**src/rtl/sdefer_pkg.sv**
```systemverilog
package sdefer_pkg;
  localparam int unsigned CMD_W = 4;

  typedef enum logic [CMD_W-1:0] {
    CMD_DEF_LO = 4'h0,
    CMD_DIR_LO = 4'h1,
    CMD_DEF_HI = 4'h2,
    CMD_DIR_HI = 4'h3,
    CMD_CTRL   = 4'h4,
    CMD_SEL    = 4'h5
  } cmd_e;
endpackage

```
**src/rtl/sdefer_shift.sv**
```systemverilog
module sdefer_shift #(
  parameter int unsigned WORD_W = 16
) (
  input  logic              rst_ni,
  input  logic              sclk_i,
  input  logic              fsync_ni,
  input  logic              sdata_i,
  output logic [WORD_W-1:0] word_o,
  output logic              last_o
);
  localparam int unsigned CNT_W = $clog2(WORD_W + 1);

  logic [CNT_W-1:0]  cnt_q;
  logic [WORD_W-2:0] sh_q;
  logic              arst_n;

  // idle frame select clears the partial word asynchronously
  assign arst_n = rst_ni & ~fsync_ni;

  always_ff @(negedge sclk_i or negedge arst_n) begin
    if (!arst_n) begin
      cnt_q <= '0;
      sh_q  <= '0;
    end else if (cnt_q != CNT_W'(WORD_W)) begin
      cnt_q <= cnt_q + CNT_W'(1);
      sh_q  <= {sh_q[WORD_W-3:0], sdata_i};
    end
  end

  assign word_o = {sh_q, sdata_i};
  assign last_o = ~fsync_ni & (cnt_q == CNT_W'(WORD_W - 1));
endmodule

```
**src/rtl/sdefer_dec.sv**
```systemverilog
module sdefer_dec
  import sdefer_pkg::*;
#(
  parameter int unsigned ADDR_W = 4,
  parameter int unsigned PAY_W  = 8,
  localparam int unsigned WORD_W = CMD_W + ADDR_W + PAY_W
) (
  input  logic [WORD_W-1:0] word_i,
  output logic [CMD_W-1:0]  cmd_o,
  output logic [ADDR_W-1:0] addr_o,
  output logic [PAY_W-1:0]  pay_o,
  output logic              is_data_o,
  output logic              half_o,
  output logic              is_cfg_o,
  output logic              commit_o
);
  assign cmd_o  = word_i[WORD_W-1 -: CMD_W];
  assign addr_o = word_i[PAY_W +: ADDR_W];
  assign pay_o  = word_i[PAY_W-1:0];

  always_comb begin
    is_data_o = 1'b0;
    half_o    = 1'b0;
    is_cfg_o  = 1'b0;
    commit_o  = 1'b0;
    unique case (cmd_o)
      CMD_DEF_LO: is_data_o = 1'b1;
      CMD_DIR_LO: begin is_data_o = 1'b1; commit_o = 1'b1; end
      CMD_DEF_HI: begin is_data_o = 1'b1; half_o = 1'b1; end
      CMD_DIR_HI: begin is_data_o = 1'b1; half_o = 1'b1; commit_o = 1'b1; end
      CMD_CTRL,
      CMD_SEL:    begin is_cfg_o = 1'b1; commit_o = 1'b1; end
      default: ;
    endcase
  end
endmodule

```
**src/rtl/serial_defer_if.sv**
```systemverilog
module serial_defer_if
  import sdefer_pkg::*;
#(
  parameter int unsigned ADDR_W = 4,
  parameter int unsigned PAY_W  = 8
) (
  input  logic                 rst_ni,
  input  logic                 sclk_i,
  input  logic                 fsync_ni,
  input  logic                 sdata_i,
  output logic [2*PAY_W-1:0]   data_o,
  output logic [ADDR_W-1:0]    addr_o,
  output logic [CMD_W-1:0]     cmd_o,
  output logic                 commit_tgl_o
);
  localparam int unsigned WORD_W = CMD_W + ADDR_W + PAY_W;
  localparam int unsigned NH     = 2;
  localparam int unsigned DATA_W = NH * PAY_W;

  logic [WORD_W-1:0] word_w;
  logic              last_w;
  logic [CMD_W-1:0]  dec_cmd;
  logic [ADDR_W-1:0] dec_addr;
  logic [PAY_W-1:0]  dec_pay;
  logic              dec_data, dec_half, dec_cfg, dec_commit;

  logic [NH-1:0][PAY_W-1:0] defer_w;
  logic [NH-1:0][PAY_W-1:0] defer_nx;

  logic [DATA_W-1:0] data_q;
  logic [ADDR_W-1:0] addr_q;
  logic [CMD_W-1:0]  cmd_q;
  logic              tgl_q;

  sdefer_shift #(.WORD_W(WORD_W)) u_shift (
    .rst_ni  (rst_ni),
    .sclk_i  (sclk_i),
    .fsync_ni(fsync_ni),
    .sdata_i (sdata_i),
    .word_o  (word_w),
    .last_o  (last_w)
  );

  sdefer_dec #(.ADDR_W(ADDR_W), .PAY_W(PAY_W)) u_dec (
    .word_i   (word_w),
    .cmd_o    (dec_cmd),
    .addr_o   (dec_addr),
    .pay_o    (dec_pay),
    .is_data_o(dec_data),
    .half_o   (dec_half),
    .is_cfg_o (dec_cfg),
    .commit_o (dec_commit)
  );

  for (genvar h = 0; h < NH; h++) begin : gen_half
    logic [PAY_W-1:0] q;
    logic             hit;

    assign hit = dec_data & (dec_half == 1'(h));

    always_ff @(negedge sclk_i or negedge rst_ni) begin
      if (!rst_ni)          q <= '0;
      else if (last_w && hit) q <= dec_pay;
    end

    assign defer_w[h]  = q;
    // value the half holds after this word, used by a same-edge commit
    assign defer_nx[h] = hit ? dec_pay : q;
  end

  always_ff @(negedge sclk_i or negedge rst_ni) begin
    if (!rst_ni) begin
      data_q <= '0;
      addr_q <= '0;
      cmd_q  <= '0;
      tgl_q  <= 1'b0;
    end else if (last_w && dec_commit) begin
      data_q <= dec_cfg ? DATA_W'(dec_pay) : defer_nx;
      addr_q <= dec_addr;
      cmd_q  <= dec_cmd;
      tgl_q  <= ~tgl_q;
    end
  end

  assign data_o       = data_q;
  assign addr_o       = addr_q;
  assign cmd_o        = cmd_q;
  assign commit_tgl_o = tgl_q;
endmodule

```
**config.mk**
```make
export PLATFORM = sky130hd
export DESIGN_NAME = serial_defer_if
export DESIGN_NICKNAME = d
export VERILOG_FILES = /design/src/rtl/sdefer_pkg.sv /design/src/rtl/sdefer_shift.sv /design/src/rtl/sdefer_dec.sv /design/src/rtl/serial_defer_if.sv
export SDC_FILE = /design/constraint.sdc
export NUM_CORES = 1
export LEC_CHECK = 0
export BUFFER_PORTS_ARGS = -buffer_cell sky130_fd_sc_hd__buf_4
export CAP_MARGIN = 0
export CORE_MARGIN = 3
export CORE_UTILIZATION = 42
export DETAILED_ROUTE_END_ITERATION = 6
export GPL_TIMING_DRIVEN = 0
export PLACE_DENSITY = 0.67
export SLEW_MARGIN = 0
export SYNTH_ARGS = -nofsm -noshare
export SYNTH_HDL_FRONTEND = slang
export SYNTH_HIERARCHICAL = 1
export SYNTH_SLANG_ARGS = --single-unit
```
**constraint.sdc**
```tcl
create_clock -name sclk_i -period 2.5 [get_ports sclk_i]
set_clock_uncertainty 0.05 [all_clocks]
set_input_delay 0.5 -clock sclk_i [delete_from_list [all_inputs] [get_ports sclk_i]]
set_output_delay 0.5 -clock sclk_i [all_outputs]
set_load 0.005 [all_outputs]
```
**Yosys cells after proc, flatten, opt, wreduce, memory -nomap -nowiden**

Cells that the tools add are included.

- Bits in writable memories: 0
- Memories: 0
- Bits in read-only memories: 0
- Output and inout port bits: 25
- Bits in latches: 0
- Input port bits: 4
- Flip-flop bits (word level): 61
- Logic and storage cells: 38

- Mux-type cells: 7
- Divide/modulo/power cells: 0
- Equality and inequality tests: 7
- Bitwise logic cells: 7
- Reduce and logical (&&, ||, !) cells: 8
- Order comparisons: 0
- $add $sub $neg: 1
- Shift-type cells: 0
- $mul: 0

Operators with widths:

| kind | count |
|---|---|
| 2-to-1 mux 16 bit | 1 |
| 2-to-1 mux 8 bit | 2 |
| equality test 4 x 2 -> 1 bit, second input constant | 2 |
| equality test 4 x 3 -> 1 bit, second input constant | 2 |
| OR reduction 4 bit | 2 |
| adder 5 x 1 -> 5 bit, second input constant | 1 |
| equality test 5 x 4 -> 1 bit, second input constant | 1 |
| != test 5 bit, second input constant | 1 |
| bitwise AND 1 bit | 4 |
| equality test 4 x 1 -> 1 bit, second input constant | 1 |
| logical NOT 4 bit | 1 |
| 2-to-1 mux 1 bit | 4 |
| OR reduction 2 bit | 2 |
| logical AND 1 bit | 3 |
| NOT 1 bit | 3 |

**Longest topological paths before layout**

Gate-level depths: netlist (run 1).

- Word-level depth: 7
- Depth in mapped cells: 9
- Gate-level depth less buffers: 7

**By module**

The synthesis (run 1) kept the hierarchy.

By module, submodules not included:

| module | cells each | sequential area each (um2) | area an instance (um2) | instances |
|---|---|---|---|---|
| serial_defer_if | 153 | 1026.0 | 1732.9 | 1 |
| sdefer_shift | 57 | 500.5 | 879.6 | 1 |
| sdefer_dec | 21 | 0.0 | 148.9 | 1 |

==> run summary, run 1 <==
initial core utilization -> 0.450
final core utilization -> 0.578
final-report setup violation count -> 27
Top Layer Used -> met4
outcome -> complete, but fails checks
ANT nets after route -> 0
Top Ports -> 29
Pint -> 1.64 mW
number of global-route vias before repair -> 1856
clk_lat worst skew -> 0.33 ns
Max FO, Critical Path -> 2
crit path DAT -> 2.13 ns
Gate power share -> 0.069
Leak -> 1.88 nW
# clock sinks -> 61
Clk network pwr share -> 0.434
CP top delay family -> flip-flops
post-synthesis register bit count -> 61
Most used DFF post-synth -> dfrtn_1
Area after DPL -> 0.00309 mm^2
hold_ws -> 0.376 ns
Hold Crit Class -> flop to flop
R2R Setup Slk -> 0.47 ns
crit path cell chain -> buf_4
slack of the critical path -> -0.184 ns
crit path buf inv count -> 1
die area -> 0.00758 mm^2
Slowest-stage cell, CP -> dfrtn_1
Synth async-reset ratio -> 1.00
Mean Syn Cell Area -> 12.0 um^2
cts bufs inserted -> 9
pin count of the biggest net entering global routing -> 43
switching share of total power -> 0.218
Worst EP required -> 1.95 ns
distinct cell type count after synthesis -> 29
RSZ-0062 raised after global routing -> yes
r2r endpoint -> gen_half[1].q[5]$_DFFE_NN0P_
Crit path depth -> 1
Die Wd -> 87.1 um
initial antenna violation count -> 0
FP Rows -> 28
# diodes -> 0
Critical Path Source Type -> flop
Area contributors post-synth -> dfrtn_1, mux2_4, mux2_2
Area growth, synth to finish -> 28.4%
nets@finish -> 301
Worst Hold Launch -> addr_o[3]$_DFFE_NN0P_
Final Hold Vio Count -> 0
# DRC -> 0
Final GP Congestion -> 0.772
Max-Cap Viols -> 0
DRT iter0 DRCs -> 85
CTS tree -> yes
r2r startpoint -> u_shift/cnt_q[0]$_DFFE_NN0P_
crit-path max cell delay -> 0.44 ns
Die H -> 87.1 um
synth warn -> 6
total number of vias -> 1862
fraction of the yosys area taken by sequential cells -> 0.553
Post-Route WL -> 5.49 mm
cell count after placement -> 334
Final Slew Violations -> 0
Pre-antenna DRT Iters -> 4
post-synth top area share -> 0.553
worst-margin pin slew -> 0.540 ns
Detailed Place HPWL -> 3.53 mm
Min-Delay Endpoint -> addr_o[3]$_DFFE_NN0P_
Net Sw Power -> 0.456 mW
Synth Instances -> 231
GRT Overall Usage -> 0.155
failing checks -> negative setup slack
crit end category -> output pin
Final Cell Area -> 0.00355 mm^2
fillers -> 516
metal2 WL -> 2.69 mm
Clock transition at path regs -> 0.05 ns
total gr overflow -> 0
Synth area leader -> dfrtn_1
first-pass GRT wire length -> 8.95 mm
Reg power frac -> 0.497
Hold Path Cell Cnt -> 2
drt wl/cell -> 14.7 um
routed metal-1 wirelength -> 2.56 mm
H-tree depth -> 3
critical path class -> flop to output pin
Max-slew headroom -> 0.640
post-DR vias/cell -> 4.98
maximum vdd drop -> 0.278 mV
CTS Hold Bufs -> 0
Syn Nets -> 238
final cell count without fillers -> 374
FF-to-FF path depth -> 7
maximum buffer depth of the clock tree -> 2
root buffer cell -> clkbuf_8
Post-synth EDFFs -> 0
met3 wire len -> 111 um
layout cells sized above 1 -> 0.435
pwr dens -> 592 mW/mm^2
Post-Synthesis Cell Area -> 0.00276 mm^2
Port Buffer Count -> 28
core area -> 0.00613 mm^2
## cells in the mapped netlist, drive strengths merged, types with 3 or more instances
| library cell | n |
|---|---|
| nor2b | 3 |
| inv | 3 |
| mux2i | 8 |
| buf | 23 |
| o21ai | 17 |
| ha | 3 |
| nand2b | 3 |
| dfrtn | 61 |
| a31oi | 8 |
| nor2 | 10 |
| a21oi | 8 |
| xnor2 | 3 |
| nand2 | 36 |
| mux2 | 32 |
## worst max-delay path by stage
stage	slack, ns	end	from
floorplan	-0.09	gen_half[1].q[0]$_DFFE_NN0P_	fsync_ni
global placement	-0.68	u_shift/sh_q[0]$_DFFE_NN0P_	rst_ni
detailed placement	-0.73	u_shift/sh_q[1]$_DFFE_NN0P_	rst_ni
CTS	-0.19	data_o[13]	data_o[13]$_DFFE_NN0P_
global route	-0.22	data_o[14]	data_o[14]$_DFFE_NN0P_
finish	-0.18	data_o[13]	data_o[13]$_DFFE_NN0P_
## registers in the layout, indices dropped and copies added, names as in the netlist
signal	count
u_shift/sh_q	15
data_o	16
cmd_o	4
commit_tgl_o	1
gen_half.q	16
addr_o	4
u_shift/cnt_q	5
## cell type report
type	count	area [um^2]	area share
Buffer	25	204	0.0575
Clock buffer	13	169	0.0476
Clock inverter	3	42.5	0.0120
Inverter	4	15.0	0.00423
Multi-Input combinational cell	142	1100	0.309
Sequential cell	61	1530	0.430
Tap cell	75	93.8	0.0265
Timing Repair Buffer	51	399	0.113
## logic make-up after synthesis
group | Yosys count | share of synthesized area
AND/OR/NAND/NOR | 61 | 0.103
flip-flops | 61 | 0.553
multiplexers | 40 | 0.181
AO/OA/AOI/OAI | 34 | 0.0662
buffers and inverters | 29 | 0.0734
XOR/XNOR | 3 | 0.00952
adder cells (fa/ha/maj) | 3 | 0.0136
## routing by layer
metal	global-route usage	up-vias
met3	0.0255	12
met5	0	-
met4	0.0892	0
met2	0.246	28
li1	-	900
met1	0.200	922
## per-stage QoR
stage	total power [mW]	setup WS (ns)	setup TNS, ns
floorplan	1.13	-0.0924	-1.38
global placement	1.18	-0.678	-25.79
detailed placement	1.18	-0.728	-26.97
CTS	2.11	-0.194	-3.99
global route	2.19	-0.216	-4.78
finish	2.10	-0.184	-3.76
## placed cells by master (no fill, tap or decap), drive strengths merged
cell type   n
buf        74
dfrtn      61
nand2      36
mux2       32
o21ai      17
clkbuf     15
nor2       10
mux2i       8
a31oi       8
a21oi       8
nor2b       4
nand2b      3
xnor2       3
inv         3
ha          3
and2        2
nand3       2
clkinv      2
clkinvlp    1
bufinv      1
nor3b       1
a211oi      1
and3        1
nor4bb      1
and3b       1
or2b        1
## power by group through the flow
stage / logic, mW / registers (mW) / clock network [mW]
after floorplan: 0.0734 / 1.06 / 0
after global routing: 0.160 / 1.05 / 0.978
after detailed placement: 0.124 / 1.06 / 0
after CTS: 0.132 / 1.04 / 0.932
after global placement: 0.122 / 1.06 / 0
final: 0.144 / 1.04 / 0.911
## what timing repair did
item	CTS	global route
gates resized for setup	5	9
setup buffers	9	14
gates cloned	0	1
endpoints found under the setup margin	59	85
No activity file was read; power rests on OpenSTA's default activity.
==> run 2, diff against run 1 <==
--- a/config.mk
+++ b/config.mk
@@ -11,6 +11,7 @@
 export CORE_UTILIZATION = 42
 export DETAILED_ROUTE_END_ITERATION = 6
 export GPL_TIMING_DRIVEN = 0
+export HOLD_SLACK_MARGIN = 0.03
 export PLACE_DENSITY = 0.67
 export SLEW_MARGIN = 0
 export SYNTH_ARGS = -nofsm -noshare
==> constraint.sdc (replaced) <==
create_clock -name sclk_i -period 2.8 [get_ports sclk_i]
set_clock_uncertainty 0.05 [all_clocks]
set_input_delay 0.56 -clock sclk_i [delete_from_list [all_inputs] [get_ports sclk_i]]
set_output_delay 0.56 -clock sclk_i [all_outputs]
set_load 0.005 [all_outputs]
==> run 2 against run 1 <==
Effect of this change: the run still ends with negative setup slack left; combinational power fell by 13%; via count fell by 1.9%; hold slack got worse by 0.0037 ns; core utilization fell by 1.7 points; critical path depth did not move; worst setup slack improved by 0.10 ns; clock-buffer cell count fell by 1; sequential power fell by 10%; clock power fell by 26%.
==> run summary, run 2 (synthesis gave the netlist of run 1 again) <==
final-report setup violation count -> 25
FP Rows -> 28
routed metal-1 wirelength -> 2.47 mm
critical path class -> flop to output pin
core area -> 0.00613 mm^2
metal2 WL -> 2.40 mm
Net Sw Power -> 0.389 mW
r2r startpoint -> u_shift/sh_q[13]$_DFFE_NN0P_
pin count of the biggest net entering global routing -> 43
CTS tree -> yes
final core utilization -> 0.561
switching share of total power -> 0.225
Die Wd -> 87.1 um
Final Cell Area -> 0.00344 mm^2
crit end category -> output pin
Port Buffer Count -> 28
Top Ports -> 29
maximum buffer depth of the clock tree -> 2
# clock sinks -> 61
cts bufs inserted -> 9
# DRC -> 0
nets@finish -> 300
Worst Setup Slack post-DPL -> -0.655 ns
Final GP Congestion -> 0.770
crit-path max cell delay -> 0.44 ns
Pre-antenna DRT Iters -> 4
Max-Cap Viols -> 0
CTS Hold Bufs -> 0
Crit path depth -> 1
Area after DPL -> 0.00308 mm^2
final setup TNS -> -1.37 ns
Final Slew Violations -> 0
initial antenna violation count -> 0
drt wl/cell -> 13.9 um
Post-Route WL -> 5.16 mm
Max FO, Critical Path -> 2
Critical Path Source Type -> flop
most common cell after layout, fill and taps aside -> buf_4
ANT nets after route -> 0
maximum vdd drop -> 0.352 mV
Clock transition at path regs -> 0.05 ns
layout cells sized above 1 -> 0.426
total gr overflow -> 0
Clk network pwr share -> 0.389
H-tree depth -> 3
failing checks -> negative setup slack
number of global-route vias before repair -> 1812
Leak -> 1.87 nW
Pint -> 1.34 mW
Reg power frac -> 0.538
total number of vias -> 1826
Worst EP required -> 2.19 ns
r2r endpoint -> data_o[8]$_DFFE_NN0P_
launch point of the worst path -> data_o[7]$_DFFE_NN0P_
worst-margin pin slew -> 0.895 ns
FF-to-FF path depth -> 4
RSZ-0062 raised after global routing -> yes
Die H -> 87.1 um
GRT Overall Usage -> 0.153
root buffer cell -> clkbuf_8
Hold Crit Class -> flop to flop
met3 wire len -> 193 um
Area growth, synth to finish -> 24.6%
R2R Setup Slk -> 0.40 ns
fillers -> 543
# diodes -> 0
CP top delay family -> flip-flops
Max-slew headroom -> 0.402
Worst Setup EP -> data_o[7]
Final Hold Vio Count -> 0
die area -> 0.00758 mm^2
crit path buf inv count -> 1
Top Layer Used -> met4
first-pass GRT wire length -> 8.75 mm
Hold Path Cell Cnt -> 2
DRT iter0 DRCs -> 70
Gate power share -> 0.073
initial core utilization -> 0.450
clk_lat worst skew -> 0.32 ns
outcome -> complete, but fails checks
pwr dens -> 503 mW/mm^2
crit path cell chain -> buf_6
post-DR vias/cell -> 4.92
Slowest-stage cell, CP -> dfrtn_1
slack of the critical path -> -0.0815 ns
crit path DAT -> 2.27 ns
most frequent cells in the layout -> buf_4, dfrtn_1, nand2_1
Detailed Place HPWL -> 3.44 mm
-- run 2: how the worst min path moves through the flow --
| stage | startpoint | endpoint |
|---|---|---|
| 3_5_place_dp | addr_o[0]$_DFFE_NN0P_ | addr_o[0]$_DFFE_NN0P_ |
| 3_3_place_gp | commit_tgl_o$_DFFE_NN0P_ | commit_tgl_o$_DFFE_NN0P_ |
| 5_1_grt | addr_o[0]$_DFFE_NN0P_ | addr_o[0]$_DFFE_NN0P_ |
| 6_report | addr_o[0]$_DFFE_NN0P_ | addr_o[0]$_DFFE_NN0P_ |
| 4_1_cts | addr_o[0]$_DFFE_NN0P_ | addr_o[0]$_DFFE_NN0P_ |
| 2_1_floorplan | commit_tgl_o$_DFFE_NN0P_ | commit_tgl_o$_DFFE_NN0P_ |
-- run 2: power by group through the flow --
stage / combinational [mW] / sequential [mW] / clock (mW)
2_1_floorplan: 0.0654 / 0.943 / 0
3_3_place_gp: 0.109 / 0.945 / 0
3_5_place_dp: 0.110 / 0.946 / 0
4_1_cts: 0.119 / 0.931 / 0.687
5_1_grt: 0.142 / 0.934 / 0.734
6_report: 0.126 / 0.931 / 0.672
-- run 2: through the flow --
step / power, mW / instances / hold slack (ns)
6_report: 1.73 / 371 / 0.372
3_3_place_gp: 1.05 / 334 / 0.365
5_1_grt: 1.81 / 371 / 0.393
4_1_cts: 1.74 / 357 / 0.376
2_1_floorplan: 1.01 / 231 / 0.369
3_5_place_dp: 1.06 / 334 / 0.375
-- run 2: routing by layer --
layer | track usage | vias up
met3 | 0.0435 | 7
li1 | - | 893
met4 | 0.0737 | 0
met2 | 0.237 | 26
met5 | 0 | -
met1 | 0.196 | 900
-- run 2: repair_timing --
| action | 4_1_cts | 5_1_grt |
|---|---|---|
| endpoints found under the setup margin | 49 | 37 |
| gates resized for setup | 3 | 4 |
| buffers inserted | 9 | 14 |
-- run 2: cell type report --
cell class,instances,area (um^2),area share
Buffer,25,198,0.0574
Clock buffer,12,155,0.0451
Clock inverter,2,10.0,0.00291
Inverter,4,15.0,0.00436
Multi-Input combinational cell,141,1060,0.307
Sequential cell,61,1530,0.443
Tap cell,75,93.8,0.0273
Timing Repair Buffer,51,387,0.112
